--- src/rtl/bridge_claim_ctrl.sv ---
module bridge_claim_ctrl #(
  parameter int AW = 32,
  parameter int CW = 4,
  parameter logic [CW-1:0] POST_CMD_A = 4'h7,
  parameter logic [CW-1:0] POST_CMD_B = 4'hF
) (
  input  logic          clk,
  input  logic          rst_n,
  input  logic          cyc_start,
  input  logic          cyc_port,
  input  logic [AW-1:0] cyc_addr,
  input  logic [CW-1:0] cyc_cmd,
  input  logic          cyc_write,
  input  logic          hit_pri,
  input  logic          hit_sec,
  input  logic          post_avail,
  input  logic          early_claim,
  input  logic          fwd_done,
  output logic          devsel_pri,
  output logic          devsel_sec,
  output logic [1:0]    term,
  output logic          fwd_req,
  output logic          fwd_port,
  output logic [AW-1:0] fwd_addr,
  output logic [CW-1:0] fwd_cmd,
  output logic          fwd_write
);
  localparam logic [1:0] T_NONE   = 2'b00;
  localparam logic [1:0] T_NORMAL = 2'b01;
  localparam logic [1:0] T_RETRY  = 2'b10;

  logic          pend_valid, pend_done, pend_port, pend_write;
  logic [AW-1:0] pend_addr;
  logic [CW-1:0] pend_cmd;

  wire near_hit  = cyc_port ? hit_sec : hit_pri;
  wire far_hit   = cyc_port ? hit_pri : hit_sec;
  wire preempted = !cyc_port && early_claim;
  wire claim     = cyc_start && far_hit && !near_hit && !preempted;
  wire postable  = cyc_write && (cyc_cmd == POST_CMD_A || cyc_cmd == POST_CMD_B);
  wire match     = pend_valid && pend_port == cyc_port && pend_addr == cyc_addr &&
                   pend_cmd == cyc_cmd && pend_write == cyc_write;

  logic [1:0] nxt_term;
  logic       nxt_fwd, do_latch, do_release;

  always_comb begin
    nxt_term   = T_NONE;
    nxt_fwd    = 1'b0;
    do_latch   = 1'b0;
    do_release = 1'b0;
    if (claim) begin
      if (postable) begin
        nxt_term = post_avail ? T_NORMAL : T_RETRY;
        nxt_fwd  = post_avail;
      end else if (!pend_valid) begin
        nxt_term = T_RETRY;
        nxt_fwd  = 1'b1;
        do_latch = 1'b1;
      end else if (match && pend_done) begin
        nxt_term   = T_NORMAL;
        do_release = 1'b1;
      end else begin
        nxt_term = T_RETRY;
      end
    end
  end

  always_ff @(posedge clk) begin
    if (!rst_n) begin
      devsel_pri <= 1'b0;
      devsel_sec <= 1'b0;
      term       <= T_NONE;
      fwd_req    <= 1'b0;
      fwd_port   <= 1'b0;
      fwd_addr   <= '0;
      fwd_cmd    <= '0;
      fwd_write  <= 1'b0;
    end else begin
      devsel_pri <= claim && !cyc_port;
      devsel_sec <= claim && cyc_port;
      term       <= nxt_term;
      fwd_req    <= nxt_fwd;
      if (nxt_fwd) begin
        fwd_port  <= !cyc_port;
        fwd_addr  <= cyc_addr;
        fwd_cmd   <= cyc_cmd;
        fwd_write <= cyc_write;
      end
    end
  end

  always_ff @(posedge clk) begin
    if (!rst_n) begin
      pend_valid <= 1'b0;
      pend_done  <= 1'b0;
      pend_port  <= 1'b0;
      pend_addr  <= '0;
      pend_cmd   <= '0;
      pend_write <= 1'b0;
    end else if (do_latch) begin
      pend_valid <= 1'b1;
      pend_done  <= 1'b0;
      pend_port  <= cyc_port;
      pend_addr  <= cyc_addr;
      pend_cmd   <= cyc_cmd;
      pend_write <= cyc_write;
    end else if (do_release) begin
      pend_valid <= 1'b0;
      pend_done  <= 1'b0;
    end else if (pend_valid && fwd_done) begin
      pend_done <= 1'b1;
    end
  end

  assert_devsel_onehot_R5: assert property (@(posedge clk) disable iff (!rst_n)
    $onehot0({devsel_pri, devsel_sec}));

  assert_silent_near_R2: assert property (@(posedge clk) disable iff (!rst_n)
    (cyc_start && near_hit) |=> (term == T_NONE && !devsel_pri && !devsel_sec && !fwd_req));

  assert_silent_nohit_R3: assert property (@(posedge clk) disable iff (!rst_n)
    (cyc_start && !hit_pri && !hit_sec) |=> (term == T_NONE && !fwd_req));

  assert_preempt_R4: assert property (@(posedge clk) disable iff (!rst_n)
    (cyc_start && !cyc_port && early_claim) |=> (!devsel_pri && term == T_NONE));

  assert_fwd_claimed_R6: assert property (@(posedge clk) disable iff (!rst_n)
    fwd_req |-> ((devsel_pri && fwd_port) || (devsel_sec && !fwd_port)));

  assert_early_repeat_R9: assert property (@(posedge clk) disable iff (!rst_n)
    (claim && !postable && match && !pend_done) |=> (term == T_RETRY && !fwd_req));

  assert_keep_pending_R11: assert property (@(posedge clk) disable iff (!rst_n)
    (claim && !postable && pend_valid && !match) |=> (pend_valid && $stable(pend_addr) && !fwd_req));
endmodule

--- config.mk ---
export PLATFORM = sky130hd
export DESIGN_NAME = bridge_claim_ctrl
export DESIGN_NICKNAME = d
export VERILOG_FILES = /design/src/rtl/bridge_claim_ctrl.sv
export SDC_FILE = /design/constraint.sdc
export NUM_CORES = 1
export LEC_CHECK = 0
export BUFFER_PORTS_ARGS = -buffer_cell sky130_fd_sc_hd__buf_2
export CORE_AREA = 2 2 90 109
export DETAILED_ROUTE_END_ITERATION = 7
export DIE_AREA = 0 0 92 111
export PLACE_DENSITY = 0.67
export SYNTH_ARGS = -nofsm -noshare
export SYNTH_HDL_FRONTEND = slang
export SYNTH_SLANG_ARGS = --single-unit
--- constraint.sdc ---
create_clock -name clk -period 1.4 [get_ports clk]
set_input_delay 0.14 -clock clk [delete_from_list [all_inputs] [get_ports clk]]
set_output_delay 0.14 -clock clk [all_outputs]
set_load 0.02 [all_outputs]
==> metrics <==
Port Buf Inserts=88; critical path required time=1.63 ns; initial antenna violation count=0; total gr overflow=0; worst skew pair latency=0.34 ns; maximum root-to-sink buffer count=2; crit path max fanout=3; ys async rst share=0%; syn_nets=roughly 400; CP Launch Type=flip-flop; met2 usage=around a third; vias in the first global route=2953; final WL=10.1 mm; GR Layer Usage met3=3.94%; Slew headroom=between 70% and 80%; post-synth top area cell=dfxtp_1; synth top area cells=dfxtp_1 (46%), mux2i_1 (10%), xor2_1 (8.3%); post-synth design cell area=approximately 3600 sq um; met1 Track Usage GR=23.8%; DIE AREA=10200 sq um; internal power=~4200 uW; Mapped Avg Cell Area=9.84 sq um; maximum vdd drop=0.676 mV; status=complete, but fails checks; sequential area share after synthesis=46.1%; post-detailed-route wirelength per cell=15.9 microns; gr busiest metal=met2; Vias=3056; CP Capture Type=flip-flop; largest net degree at the start of global routing=44; sw power=1420 uW; share of cells above drive strength 1=46.1%; Synth top area share=46.1%; Starting Density=38.8%; Flop pwr share=between 40% and 50%; die width=92 microns; Final period util=121%; clock period minus worst slack=roughly 1.7 ns; fmax=589 MHz; drt pass-1 iters=4; # IOs=89; TNS Setup=-10.07 ns; Nets=549; Slew @ Worst Pin=0.414 ns; Sw Share=25.1%; area grow syn2layout=49.4%; Antenna Nets Post-Route=0; FF+latch count, synth=83; Num CTS Buffers=9; setup violators final=80; worst setup margin=-0.299 ns; clock skew=0.00531 ns; Final Hold Viols=0; combinational share of power=between 10% and 20%; failing checks=negative setup slack; Post-Syn Instances=366; fin. max-slew vios=0; Min Hold Slack=0.0683 ns; Vert. Die Dim=111 microns; CTS sink cnt=between 80 and 90; yosys synthesis warning count=0; EDFF count, synth=0; clk root buf=clkbuf_16; Ant. Diodes=0; RSZ-0062 raised after global routing=true; DR vias/cell=4.84; CTS tree=yes; Setup WS pre-CTS=-0.390 ns; DRC violations left=0; power per cell area=1050 nW/um^2; Synth Flop Type=dfxtp_1; Hold-fix buffers, CTS=0; first-pass GRT wire length=15.3 mm; Detailed Place HPWL=~6.0 mm; core region area=between 9000 and 10000 sq um; Core Rows=39; LEAKAGE=0.00256 uW; initial DRC count=198; H-tree depth=3; GRT Resource Usage Total=about a fifth; max-cap violations=0; critical path class=flip-flop to flip-flop; CTS clk-pin slew, worst paths=about 0.06 ns; critical path arrival=between 1.5 and 2 ns; post-synth cell types=34; final design utilization=58.0%; PnR Total Power=5640 uW; clock network fraction of design power=roughly two fifths; Hold Crit Class=primary input to flip-flop; RePlAce Congestion=between 0.7 and 0.8
-- metal layers --
metal,vias to the layer above,share of wire [%]
li1,1511,-
met1,1446,43
met2,78,51
met3,21,4.1
met4,0,2.7
met5,-,0
-- cells in the mapped netlist (5+ instances only) --
library cell and count:
nor4_1 8, a21boi_0 30, xor2_1 34, dfxtp_1 83, nor2b_1 41, mux2i_1 36
buf_2 7, a21boi_1 5, nand2_1 70, clkbuf_1 8
-- through the flow --
stage / instances / cell area (sq um)
finish: 631 / 5380
global route: 631 / 5380
CTS: 628 / 5060
detailed placement: 595 / 4380
global placement: 595 / 4380
floorplan: 366 / 3600
-- critical path, stage by stage (launching register included) --
cell and delay, ns:
dfxtp_2 0.32, xor2_1 0.16, nor4_1 0.28, buf_4 0.15, nand4_1 0.16, o31a_1 0.36
nor2b_1 0.14
-- registers in the layout, summed over array words and instances (netlist names) --
name and cells:
fwd_req 1, pend_valid 1, pend_done 1, fwd_port 1
fwd_write 1, pend_cmd 4, pend_write 1, term 2
pend_port 1, pend_addr 32, fwd_addr 32, fwd_cmd 4
devsel_sec 1, devsel_pri 1
-- cell families (layout without fill, tap and decap cells) --
kind of cell | count (synthesis) | after routing | share of synthesized area [%]
XOR/XNOR | 36 | 36 | 8.76
AND/OR/NAND/NOR | 135 | 135 | 18.8
multiplexers | 36 | 36 | 10.0
AO/OA/AOI/OAI | 52 | 52 | 11.5
flip-flops | 83 | 83 | 46.1
buffers and inverters | 24 | 166 | 4.83
-- layout make-up --
class	count	area [sq um]
clock buffers	10	229
clock inverters	6	65.1
fillers	780	3890
inverters	3	11.3
multi-input cells	259	2060
flip-flops and latches	83	1670
well taps	123	154
repair buffers	147	1200
-- final timing paths --
| check | slack, ns | to | start | cells past startpoint |
|---|---|---|---|---|
| min reg2reg | 0.45 | fwd_addr[1] | fwd_addr[1] | 2 |
| max | -0.30 | term[1] | pend_addr[25] | 6 |
| max reg2reg | -0.30 | term[1] | pend_addr[25] | 6 |
| min | 0.07 | fwd_addr[12] | cyc_addr[12] | 3 |
-- power by group through the flow --
stage          clock (uW)  combinational, uW  sequential, uW
2_1_floorplan           0                285            2570
3_3_place_gp            0                593            2520
3_5_place_dp            0                599            2530
4_1_cts              2400                724            2470
5_1_grt              2500                856            2490
6_report             2360                803            2480
-- cells in the final DEF (no fill, tap or decap), types with 4 or more instances in the layout --
cell type  count
buf_8          4
buf_16         6
nor4_2         4
nor4_1         4
a21boi_2      10
clkbuf_16     12
buf_4         33
a21boi_1      25
nand2_4       16
buf_6          6
dfxtp_1       80
mux2i_1       34
xor2_1        34
nor2_1         4
nand2_1       30
o221a_1        4
nor2b_1       41
buf_12         7
buf_2         88
nand2_2       24
-- timing repair --
action | in CTS | in global routing
endpoints found under the setup margin | 59 | 80
pin swaps | 28 | 57
gates cloned | 8 | 3
setup buffers | 9 | 4
hold endpoints to repair | 0 | 0
gates resized for setup | 56 | 85
Power figures use the tool's default switching activity.
